## config.mk

```make
export PLATFORM = sky130hd
export DESIGN_NAME = tick_timebase
export DESIGN_NICKNAME = d
export VERILOG_FILES = /design/src/rtl/tt_pkg.sv /design/src/rtl/tt_pps_sync.sv /design/src/rtl/tt_tick_core.sv /design/src/rtl/tt_bus_regs.sv /design/src/rtl/tick_timebase.sv
export SDC_FILE = /design/constraint.sdc
export NUM_CORES = 1
export LEC_CHECK = 0
export ABC_AREA = 1
export BUFFER_PORTS_ARGS = -buffer_cell sky130_fd_sc_hd__buf_2
export CAP_MARGIN = 20
export CORE_ASPECT_RATIO = 1.25
export CORE_MARGIN = 5
export CORE_UTILIZATION = 42
export DETAILED_ROUTE_END_ITERATION = 7
export GPL_TIMING_DRIVEN = 0
export SLEW_MARGIN = 20
export SYNTH_ARGS = -nofsm -noshare
export SYNTH_HDL_FRONTEND = slang
export SYNTH_SLANG_ARGS = --single-unit
```

## constraint.sdc

```tcl
create_clock -name clk -period 1.6 [get_ports clk]
set_input_delay 0.08 -clock clk [delete_from_list [all_inputs] [get_ports clk]]
set_output_delay 0.08 -clock clk [all_outputs]
set_load 0.02 [all_outputs]
```

## src/rtl/tt_pkg.sv

```systemverilog
package tt_pkg;
  localparam int WORD_IX_W = 4;
  typedef logic [WORD_IX_W-1:0] word_ix_t;

  // Word index inside the window (byte offset / 4).
  localparam word_ix_t WIX_NOW_LO = 4'd0;
  localparam word_ix_t WIX_NOW_HI = 4'd1;
  localparam word_ix_t WIX_EVT_LO = 4'd2;
  localparam word_ix_t WIX_EVT_HI = 4'd3;
  localparam word_ix_t WIX_CTRL   = 4'd4;
  localparam word_ix_t WIX_CAP_LO = 4'd5;
  localparam word_ix_t WIX_CAP_HI = 4'd6;
  localparam word_ix_t WIX_PER_LO = 4'd7;
  localparam word_ix_t WIX_PER_HI = 4'd8;
  localparam word_ix_t WIX_STATUS = 4'd9;

  localparam logic [31:0] CTRL_LOAD_NOW = 32'h1;
  localparam logic [31:0] CTRL_ARM_PPS  = 32'h2;
endpackage

```

## src/rtl/tt_pps_sync.sv

```systemverilog
module tt_pps_sync #(
  parameter int SYNC_STAGES = 2
) (
  input  logic clk,
  input  logic rst,
  input  logic pps_in,
  output logic pps_rise,
  output logic pps_seen
);
  logic [SYNC_STAGES-1:0] sync_q;
  logic                   last_q;

  generate
    if (SYNC_STAGES == 1) begin : g_one
      always_ff @(posedge clk) begin
        if (rst) sync_q <= '0;
        else     sync_q <= pps_in;
      end
    end else begin : g_chain
      always_ff @(posedge clk) begin
        if (rst) sync_q <= '0;
        else     sync_q <= {sync_q[SYNC_STAGES-2:0], pps_in};
      end
    end
  endgenerate

  always_ff @(posedge clk) begin
    if (rst) begin
      last_q   <= 1'b0;
      pps_seen <= 1'b0;
    end else begin
      last_q <= sync_q[SYNC_STAGES-1];
      if (pps_rise) pps_seen <= ~pps_seen;
    end
  end

  assign pps_rise = sync_q[SYNC_STAGES-1] & ~last_q;

  // A rising edge is a single-cycle event.
  p_rise_single_r5: assert property (@(posedge clk) disable iff (rst)
    pps_rise |=> !pps_rise);
  p_toggle_r9: assert property (@(posedge clk) disable iff (rst)
    pps_rise |=> pps_seen != $past(pps_seen));
  p_hold_r9: assert property (@(posedge clk) disable iff (rst)
    !pps_rise |=> $stable(pps_seen));
endmodule

```

## src/rtl/tt_tick_core.sv

```systemverilog
module tt_tick_core #(
  parameter int CNT_W = 64
) (
  input  logic             clk,
  input  logic             rst,
  input  logic [CNT_W-1:0] staged,
  input  logic             ctrl_wr,
  input  logic             load_now,
  input  logic             arm_set,
  input  logic             pps_rise,
  output logic [CNT_W-1:0] count,
  output logic [CNT_W-1:0] capture,
  output logic             armed
);
  logic take_pps;
  assign take_pps = pps_rise & armed;

  always_ff @(posedge clk) begin
    if (rst) begin
      count   <= '0;
      capture <= '0;
      armed   <= 1'b0;
    end else begin
      if (load_now || take_pps) count <= staged;
      else                      count <= count + 1'b1;

      if (pps_rise) capture <= count;

      if (ctrl_wr)       armed <= arm_set;
      else if (take_pps) armed <= 1'b0;
    end
  end

  p_inc_r2: assert property (@(posedge clk) disable iff (rst)
    (!load_now && !(pps_rise && armed)) |=> count == $past(count) + 1'b1);
  p_load_r4: assert property (@(posedge clk) disable iff (rst)
    load_now |=> count == $past(staged));
  p_pps_load_r5: assert property (@(posedge clk) disable iff (rst)
    (pps_rise && armed && !load_now) |=> count == $past(staged));
  p_disarm_r5: assert property (@(posedge clk) disable iff (rst)
    (pps_rise && armed && !ctrl_wr) |=> !armed);
  p_cancel_r6: assert property (@(posedge clk) disable iff (rst)
    (ctrl_wr && !arm_set) |=> !armed);
  p_capture_r7: assert property (@(posedge clk) disable iff (rst)
    pps_rise |=> capture == $past(count));
endmodule

```

## src/rtl/tt_bus_regs.sv

```systemverilog
module tt_bus_regs
  import tt_pkg::*;
#(
  parameter int ADDR_W     = 16,
  parameter int DATA_W     = 32,
  parameter int WIN_BASE   = 100,
  parameter int WIN_STRIDE = 48,
  parameter int INST_IDX   = 0
) (
  input  logic                clk,
  input  logic                rst,
  input  logic                bus_wr,
  input  logic                bus_rd,
  input  logic [ADDR_W-1:0]   bus_addr,
  input  logic [DATA_W-1:0]   bus_wdata,
  output logic [DATA_W-1:0]   bus_rdata,
  output logic                bus_rvalid,
  input  logic [2*DATA_W-1:0] count,
  input  logic [2*DATA_W-1:0] capture,
  input  logic                pps_seen,
  output logic [2*DATA_W-1:0] staged,
  output logic                ctrl_wr,
  output logic                load_now,
  output logic                arm_set
);
  localparam int                WIN_START = WIN_BASE + WIN_STRIDE * INST_IDX;
  localparam logic [ADDR_W-1:0] WIN_LO_A  = ADDR_W'(WIN_START);
  localparam logic [ADDR_W-1:0] WIN_HI_A  = ADDR_W'(WIN_START + WIN_STRIDE);

  logic [ADDR_W-1:0] offset;
  word_ix_t          word;
  logic              hit, wr_hit;
  logic [DATA_W-1:0] evt_lo, evt_hi, per_lo, per_hi, now_hi_sh, cap_hi_sh;
  logic [DATA_W-1:0] rd_mux;

  assign hit    = (bus_addr >= WIN_LO_A) && (bus_addr < WIN_HI_A);
  assign offset = bus_addr - WIN_LO_A;
  assign word   = WORD_IX_W'(offset >> 2);
  assign wr_hit = bus_wr && hit;

  assign ctrl_wr  = wr_hit && (word == WIX_CTRL);
  assign load_now = ctrl_wr && (bus_wdata == DATA_W'(CTRL_LOAD_NOW));
  assign arm_set  = ctrl_wr && (bus_wdata == DATA_W'(CTRL_ARM_PPS));
  assign staged   = {evt_hi, evt_lo};

  always_ff @(posedge clk) begin
    if (rst) begin
      evt_lo <= '0;
      evt_hi <= '0;
      per_lo <= '0;
      per_hi <= '0;
    end else if (wr_hit) begin
      case (word)
        WIX_EVT_LO: evt_lo <= bus_wdata;
        WIX_EVT_HI: evt_hi <= bus_wdata;
        WIX_PER_LO: per_lo <= bus_wdata;
        WIX_PER_HI: per_hi <= bus_wdata;
        default: ;
      endcase
    end
  end

  always_comb begin
    case (word)
      WIX_NOW_LO: rd_mux = count[DATA_W-1:0];
      WIX_NOW_HI: rd_mux = now_hi_sh;
      WIX_CAP_LO: rd_mux = capture[DATA_W-1:0];
      WIX_CAP_HI: rd_mux = cap_hi_sh;
      WIX_PER_LO: rd_mux = per_lo;
      WIX_PER_HI: rd_mux = per_hi;
      WIX_STATUS: rd_mux = {{(DATA_W-1){1'b0}}, pps_seen};
      default:    rd_mux = '0;
    endcase
  end

  always_ff @(posedge clk) begin
    if (rst) begin
      bus_rdata  <= '0;
      bus_rvalid <= 1'b0;
      now_hi_sh  <= '0;
      cap_hi_sh  <= '0;
    end else begin
      bus_rvalid <= bus_rd && hit;
      bus_rdata  <= (bus_rd && hit) ? rd_mux : '0;
      if (bus_rd && hit && word == WIX_NOW_LO) now_hi_sh <= count[2*DATA_W-1:DATA_W];
      if (bus_rd && hit && word == WIX_CAP_LO) cap_hi_sh <= capture[2*DATA_W-1:DATA_W];
    end
  end

  p_miss_r1: assert property (@(posedge clk) disable iff (rst)
    (bus_rd && !hit) |=> (!bus_rvalid && bus_rdata == '0));
  p_answer_r2: assert property (@(posedge clk) disable iff (rst)
    (bus_rd && hit) |=> bus_rvalid);
  p_period_hold_r8: assert property (@(posedge clk) disable iff (rst)
    !wr_hit |=> ($stable(per_lo) && $stable(per_hi)));
endmodule

```

## src/rtl/tick_timebase.sv

```systemverilog
module tick_timebase #(
  parameter int ADDR_W      = 16,
  parameter int DATA_W      = 32,
  parameter int WIN_BASE    = 100,
  parameter int WIN_STRIDE  = 48,
  parameter int INST_IDX    = 0,
  parameter int SYNC_STAGES = 2
) (
  input  logic              clk,
  input  logic              rst,
  input  logic              pps_in,
  input  logic              bus_wr,
  input  logic              bus_rd,
  input  logic [ADDR_W-1:0] bus_addr,
  input  logic [DATA_W-1:0] bus_wdata,
  output logic [DATA_W-1:0] bus_rdata,
  output logic              bus_rvalid
);
  localparam int CNT_W = 2 * DATA_W;

  logic             pps_rise, pps_seen;
  logic             ctrl_wr, load_now, arm_set, armed;
  logic [CNT_W-1:0] staged, count, capture;

  tt_pps_sync #(.SYNC_STAGES(SYNC_STAGES)) u_sync (
    .clk(clk), .rst(rst), .pps_in(pps_in),
    .pps_rise(pps_rise), .pps_seen(pps_seen)
  );

  tt_tick_core #(.CNT_W(CNT_W)) u_core (
    .clk(clk), .rst(rst), .staged(staged), .ctrl_wr(ctrl_wr),
    .load_now(load_now), .arm_set(arm_set), .pps_rise(pps_rise),
    .count(count), .capture(capture), .armed(armed)
  );

  tt_bus_regs #(
    .ADDR_W(ADDR_W), .DATA_W(DATA_W), .WIN_BASE(WIN_BASE),
    .WIN_STRIDE(WIN_STRIDE), .INST_IDX(INST_IDX)
  ) u_regs (
    .clk(clk), .rst(rst), .bus_wr(bus_wr), .bus_rd(bus_rd),
    .bus_addr(bus_addr), .bus_wdata(bus_wdata),
    .bus_rdata(bus_rdata), .bus_rvalid(bus_rvalid),
    .count(count), .capture(capture), .pps_seen(pps_seen),
    .staged(staged), .ctrl_wr(ctrl_wr), .load_now(load_now), .arm_set(arm_set)
  );

  // An arm only exists after a control write asking for it.
  p_arm_source_r6: assert property (@(posedge clk) disable iff (rst)
    $rose(armed) |-> $past(arm_set));
endmodule

```

==> flow_summary.yaml, run 1 <==
outcome:
  status: "finished, violations left"
  violations: "negative setup slack"
final_layout:
  fin_nets: 2541
  drive_above_1_share_pct: 25.1
  final_area_sq_um: 20700
  final_core_util_pct: 55.6
  syn_to_final_growth_pct: 31.3
  instances_no_fill: 3003
routing:
  ant_nets: 0
  avgViaCountPerCell: 5.63
  vias: 16900
  wirelength_um: 73200
  wl_per_cell_um: 24.4
  drtPass1Iterations: 8
  drt_iter0_markers: 1722
  post-route-drc-count: 0
grt:
  grt_pass1_wl_um: 103000
  antenna_found_initial: 3
  overflow: 0
  grt_pass1_vias: 15700
  grt.total_usage_pct: 34.1
  grt_max_degree: 15
timing:
  period_needed_ns: 1.68
  period_share_pct: 105
  setup_ws_ns: -0.0837
  grt_setup_unrepaired: "yes"
  finalSetupViolations: 16
  slew_headroom_pct: 42.4
  fmax_mhz: 594
  slew_viol_final: 0
  tightest_slew_ns: 0.864
  fin_skew_ns: 0.0260
  hold_violations: 0
critical_path:
  critical_path.top_delay_family: "simple AND/OR/NAND/NOR gates"
  arrival_ns: 2.12
  worstReg2RegEnd: "u_core.count[39]"
  worst-setup-path-type: "flip-flop to flip-flop"
  cp.buffers_inverters: 2
  r2r_cells: 12
  crit_slowest_cell: "dfxtp_4"
  reg2reg_from: "u_core.count[27]"
  cpPeakStageDelay_ns: 0.41
  crit_chain: "nand2_4 > nor2_4 > nand2_4 > nor2_4 > buf_4 > nand3_1 > nand2_1 > nand2_2 > inv_1 > nand3_1 > nand2_1 > nor2_1"
  critPathRequiredTime_ns: 2.04
  critPathMaxFanout: 4
  reg2reg_slack_ns: -0.08
  end_kind: "flip-flop"
  worstSetupStartpointType: "flip-flop"
synthesis:
  syn_area_per_cell_sq_um: 7.03
  syn_area_sq_um: 15700
  syn-num-nets: 2293
  yosys.area.top_type: "dfxtp_1"
  ys_types: 36
  ys_seq_elements: 358
  seq_area_frac_synth_pct: 45.5
  synth_area_leaders: "dfxtp_1, nand2_1, a21oi_1, nor2_1, o21ai_0"
  syn_inst: 2239
  yosys.area.top_type_share_pct: 45.5
  ys_warn_count: 0
placed_design:
  place_area_sq_um: 16800
  dp_hpwl_um: 54900
  port_buffers: 80
  placed_cells: 2805
  globalplace.congestion: 1.05
  dp_slack_ns: -1.16
power:
  pwr-share-seq_pct: 45.7
  p_switching_mw: 4.67
  power-per-cell-area_nw_per_um2: 948
  power_mw: 19.6
  leakage_nw: 8.20
  peakVddDrop_v: 0.000751
  power_frac_comb_pct: 5.0
  clockPowerShare_pct: 49.3
  p_sw_share_pct: 23.8
  p_int_mw: 14.9
hold_path:
  hold_path.class: "primary input to flip-flop"
  worstHoldStart: "bus_rd"
  min_to: "u_regs.bus_rvalid"
  whs_path_depth: 3
clock_tree:
  cts_tree: "built"
  clk_path_buf_depth: 3
  htree_levels: 2
  cts.sinks: 358
  clk_pin_slew_ns: 0.07
  cts_root_buffer: "clkbuf_16"
  cts_buffers: 38
  clkLatencyLatePin_ns: 0.57
die:
  die_area_sq_um: 41500
  core-area_sq_um: 37200
  dieWidth_um: 183
  initial_utilization_pct: 42.4
  fp-row-count: 79
  die_h_um: 226
  ioPinCount: 86
run:
  maxCapViolations: 0
-- worst min-delay path, delay by kind of cell --
family / cells / cell delay [ns]
buffers and inverters: 1 / 0.17
AND/OR/NAND/NOR: 2 / 0.29
-- power groups by stage --
stage / logic, mW / clock network (mW) / registers (mW)
detailed placement: 0.768 / 0 / 9.25
global placement: 0.756 / 0 / 9.25
floorplan: 0.388 / 0 / 9.23
global route: 1.02 / 10.0 / 8.97
finish: 0.973 / 9.65 / 8.96
CTS: 0.924 / 9.69 / 8.97
-- layout make-up --
type                    instances  area [sq um]
diodes                          1          2.50
plain buffers                 121           589
clock buffers                  52          1110
clock inverters                17           235
fillers                      3645         16500
inverters                     226           863
multi-input cells            1534          8380
flip-flops and latches        358          7390
well taps                     486           608
repair buffers                208          1490
-- cell usage in the layout (no fill, tap or decap), types with 13 or more instances in the layout --
| master | Yosys | final |
|---|---|---|
| nand2_1 | 451 | 353 |
| a21oi_1 | 301 | 299 |
| dfxtp_1 | 358 | 297 |
| nor2_1 | 341 | 222 |
| inv_1 | 219 | 213 |
| o21ai_0 | 219 | 195 |
| buf_2 | 31 | 112 |
| buf_4 | 3 | 84 |
| nor2_4 | 4 | 74 |
| nand2_2 | 2 | 66 |
| clkbuf_1 | 81 | 60 |
| dfxtp_4 | 0 | 58 |
| nand3_1 | 59 | 49 |
| nor2_2 | 0 | 49 |
| dlygate4sd3_1 | 0 | 41 |
| clkbuf_16 | 0 | 39 |
| nand2_4 | 2 | 36 |
| o21bai_1 | 29 | 29 |
| clkbuf_2 | 0 | 22 |
| nand4_1 | 21 | 21 |
| xor2_1 | 21 | 21 |
| o22ai_1 | 21 | 21 |
| o21ai_1 | 1 | 15 |
| buf_6 | 6 | 13 |
| a31oi_1 | 13 | 13 |
-- synth_stat cells --
| library cell | n |
|---|---|
| nor2_8 | 1 |
| o21ai_2 | 1 |
| nand2_2 | 2 |
| inv_1 | 219 |
| o21ai_0 | 219 |
| and2_1 | 1 |
| nand3_4 | 8 |
| nand3_1 | 59 |
| a41oi_1 | 5 |
| inv_2 | 6 |
| buf_6 | 6 |
| nor2_1 | 341 |
| nor4_1 | 1 |
| buf_4 | 3 |
| nand3b_1 | 2 |
| ha_1 | 1 |
| xor2_1 | 21 |
| o21ai_1 | 1 |
| nand2_1 | 451 |
| o21bai_1 | 29 |
| nor2_4 | 4 |
| nand2_4 | 2 |
| clkbuf_1 | 81 |
| buf_2 | 31 |
| o22ai_1 | 21 |
| nor3_1 | 3 |
| clkinv_1 | 1 |
| dfxtp_1 | 358 |
| a22oi_1 | 11 |
| o211ai_1 | 1 |
| a31oi_1 | 13 |
| nand4_1 | 21 |
| xnor2_1 | 9 |
| a211oi_1 | 1 |
| a21oi_1 | 301 |
| o21a_1 | 4 |
-- how the worst max path moves through the flow --
stage	startpoint	to	slack [ns]	depth (start not counted)
finish	u_core.count[27]	u_core.count[39]	-0.08	12
global route	u_core.count[1]	u_core.count[50]	-0.17	11
CTS	u_core.count[27]	u_core.count[39]	-0.05	12
detailed placement	u_sync.sync_q[1]	u_core.count[34]	-1.16	8
global placement	u_sync.sync_q[1]	u_core.count[34]	-1.12	8
floorplan	u_core.count[1]	u_core.count[18]	0.009	9
-- stage by stage --
| stage | TNS, ns | hold slack [ns] |
|---|---|---|
| final | -0.606 | 0.0360 |
| after global routing | -2.73 | 0.0304 |
| after CTS | -0.236 | 0.000394 |
| after detailed placement | -161.86 | 0.294 |
| after global placement | -149.55 | 0.291 |
| after floorplan | 0 | 0.187 |
-- sequential cells by signal, summed over array words and instances, names as in the netlist, 2 cells and up --
signal and flops:
u_core.capture 64, u_core.count 64, u_regs.bus_rdata 32, u_regs.cap_hi_sh 32
u_regs.evt_hi 32, u_regs.evt_lo 32, u_regs.now_hi_sh 32, u_regs.per_hi 32
u_regs.per_lo 32, u_sync.sync_q 2
-- routing by layer --
| layer | global-route usage [%] | vias to the layer above | routed length (um) |
|---|---|---|---|
| met2 | 53.4 | 892 | 32200 |
| met5 | 0 | - | 39 |
| li1 | - | 7777 | - |
| met3 | 5.41 | 262 | 6500 |
| met4 | 25.2 | 6 | 7000 |
| met1 | 42.3 | 7964 | 27400 |
-- repair_timing --
| item | CTS | global route |
|---|---|---|
| setup endpoints to repair | 144 | 135 |
| hold endpoints to repair | 124 | 0 |
| setup buffers | 49 | 38 |
| hold buffers | 42 | 0 |
| pin swaps | 51 | 76 |
| gates resized for setup | 333 | 213 |
-- logic make-up after synthesis --
logic type	Yosys count	share of synthesized area, %
xor gates and xnor gates	30	1.67
DFF	358	45.5
buffers and inverters	347	8.88
and+or+nand+nor	896	23.4
AOI/OAI and AO/OA	607	20.4
adders and majority gates	1	0.0795
No activity file was read; power rests on OpenSTA's default activity.
==> inputs of run 2 (changes only) <==
BUFFER_PORTS_ARGS = -buffer_cell sky130_fd_sc_hd__clkbuf_2   (was -buffer_cell sky130_fd_sc_hd__buf_2)
CTS_BUF_LIST = sky130_fd_sc_hd__clkbuf_8 sky130_fd_sc_hd__clkbuf_16   (was unset)
==> run 2 against run 1 <==
Net effect:
- the flow still finishes with violations (negative setup slack)
- critical path depth down 2
- die area unchanged
- total power down 2.6%
- register-to-register slack worse by 0.05 ns
- worst setup slack worse by 0.053 ns
- critical path type unchanged
- largest power group unchanged
- highest routed layer unchanged
==> flow_summary.yaml, run 2 (synthesized netlist as in run 1, its figures left out) <==
power:
  p_switching_mw: 4.64
  power-per-cell-area_nw_per_um2: 907
  power_frac_comb_pct: 5.4
  leakage_nw: 8.28
  power_mw: 19.1
  peakVddDrop_v: 0.000652
  pwr-share-seq_pct: 47.0
  p_int_mw: 14.4
  p_sw_share_pct: 24.3
  clockPowerShare_pct: 47.6
timing:
  grt_setup_unrepaired: "yes"
  finalSetupViolations: 29
  hold_violations: 0
  tightest_slew_ns: 0.858
  fmax_mhz: 576
  setup_ws_ns: -0.137
  slew_viol_final: 0
  period_needed_ns: 1.74
  setup_tns_ns: -1.64
  period_share_pct: 109
  slew_headroom_pct: 42.8
  fin_skew_ns: 0.0163
hold_path:
  worstHoldStart: "bus_wdata[18]"
  hold_path.class: "primary input to flip-flop"
  whs_path_depth: 3
  min_to: "u_regs.per_hi[18]"
clock_tree:
  cts_root_buffer: "clkbuf_16"
  cts.sinks: 358
  htree_levels: 2
  clkLatencyLatePin_ns: 0.56
  clk_path_buf_depth: 3
  clk_pin_slew_ns: 0.06
  cts_buffers: 39
  cts_tree: "built"
die:
  ioPinCount: 86
  dieWidth_um: 183
  core-area_sq_um: 37200
  fp-row-count: 79
  die_h_um: 226
  initial_utilization_pct: 42.4
  die_area_sq_um: 41500
grt:
  use_met3_pct: 5.44
  antenna_found_initial: 4
  use_met2_pct: 57.4
  grt_pass1_wl_um: 106000
  grt_pass1_vias: 15800
  use_met1_pct: 44.4
  overflow: 0
  grt_max_degree: 14
  globalRoute.busiestLayer: "met2"
  grt.total_usage_pct: 35.3
critical_path:
  critPathRequiredTime_ns: 2.03
  cpPeakStageDelay_ns: 0.40
  reg2reg_from: "u_core.count[1]"
  crit_chain: "ha_4 > nand3_4 > clkinv_4 > nand3_4 > nor2_4 > nand4_1 > nand2_2 > nand3_1 > nand2_1 > nor2_1"
  arrival_ns: 2.17
  cp.buffers_inverters: 1
  reg2reg_slack_ns: -0.14
  critical_path.top_delay_family: "simple AND/OR/NAND/NOR gates"
  cp_common_cell: "nand3_4"
  worstReg2RegEnd: "u_core.count[50]"
  worstSetupStartpointType: "flip-flop"
  crit_slowest_cell: "dfxtp_4"
  end_kind: "flip-flop"
  critPathMaxFanout: 7
  r2r_cells: 10
  worst-setup-path-type: "flip-flop to flip-flop"
placed_design:
  dp_hpwl_um: 56600
  port_buffers: 80
  globalplace.congestion: 1.04
routing:
  avgViaCountPerCell: 5.61
  vias: 17000
  drtPass1Iterations: 6
  drt_iter0_markers: 2005
  wirelength_um: 75600
  ant_nets: 0
  wl_per_cell_um: 25.0
  post-route-drc-count: 0
outcome:
  violations: "negative setup slack"
  status: "finished, violations left"
final_layout:
  final_cell_mix: "nand2_1, a21oi_1, dfxtp_1"
  reg_top3: "u_core.capture (64), u_core.count (64)"
  drive_above_1_share_pct: 26.2
  final_common_cell: "nand2_1"
  fill_cells: 3679
  fin_nets: 2564
  syn_to_final_growth_pct: 33.6
run:
  maxCapViolations: 0
[run 2: how the worst max path moves through the flow]
stage | startpoint | end | cells past startpoint
after detailed placement | u_sync.sync_q[1] | u_core.count[3] | 8
after CTS | u_core.count[1] | u_core.count[50] | 10
after floorplan | u_core.count[1] | u_core.count[18] | 9
after global routing | u_core.count[1] | u_core.count[32] | 11
after global placement | u_sync.sync_q[1] | u_core.count[3] | 8
final | u_core.count[1] | u_core.count[50] | 10
[run 2: layout make-up]
type / count / area, sq um / area share, %
multi-input combinational: 1534 / 8550 / 40.6
tap: 486 / 608 / 2.89
clock buffer: 46 / 1090 / 5.20
clock inverter: 24 / 175 / 0.833
buffer: 120 / 583 / 2.77
timing repair buffer: 231 / 1780 / 8.46
sequential: 358 / 7380 / 35.1
inverter: 226 / 866 / 4.12
antenna: 1 / 2.50 / 0.0119
[run 2: per-layer routing]
layer	vias to the layer above	wire length [um]	share of wire (%)
li1	7798	-	-
met3	198	6030	8.0
met4	2	5470	7.2
met1	8105	29600	39
met5	-	12	0.016
met2	886	34500	46
[run 2: power groups by stage]
stage | logic [mW] | registers, mW | clock network [mW]
finish | 1.03 | 8.98 | 9.08
global route | 1.08 | 8.98 | 9.46
CTS | 0.971 | 9.00 | 9.11
detailed placement | 0.777 | 9.26 | 0
global placement | 0.770 | 9.26 | 0
floorplan | 0.388 | 9.23 | 0
[run 2: tightest hold or removal path: cells and delay by family]
| kind | cells | cell delay, ns |
|---|---|---|
| AO/OA/AOI/OAI | 2 | 0.27 |
| buffers and inverters | 1 | 0.17 |
[run 2: repair_timing]
item | CTS | global route
setup endpoints to repair | 149 | 136
gates resized for setup | 376 | 207
buffers inserted | 70 | 35
hold buffers | 47 | 0
cloned | 0 | 0
pin swaps | 68 | 102
hold endpoints to repair | 100 | 0
[run 2: stage by stage]
| step | cell area (sq um) | setup slack [ns] | utilization (%) | cells | hold slack [ns] |
|---|---|---|---|---|---|
| after floorplan | 15800 | 0.00922 | - | 2239 | 0.187 |
| after global placement | 16800 | -1.37 | 45.1 | 2805 | 0.278 |
| after detailed placement | 16800 | -1.37 | 45.1 | 2805 | 0.275 |
| after CTS | 20100 | -0.120 | 54.1 | 2992 | 0.00190 |
| after global routing | 21000 | -0.183 | 56.6 | 3025 | 0.0267 |
| final | 21000 | -0.137 | 56.6 | 3026 | 0.0262 |
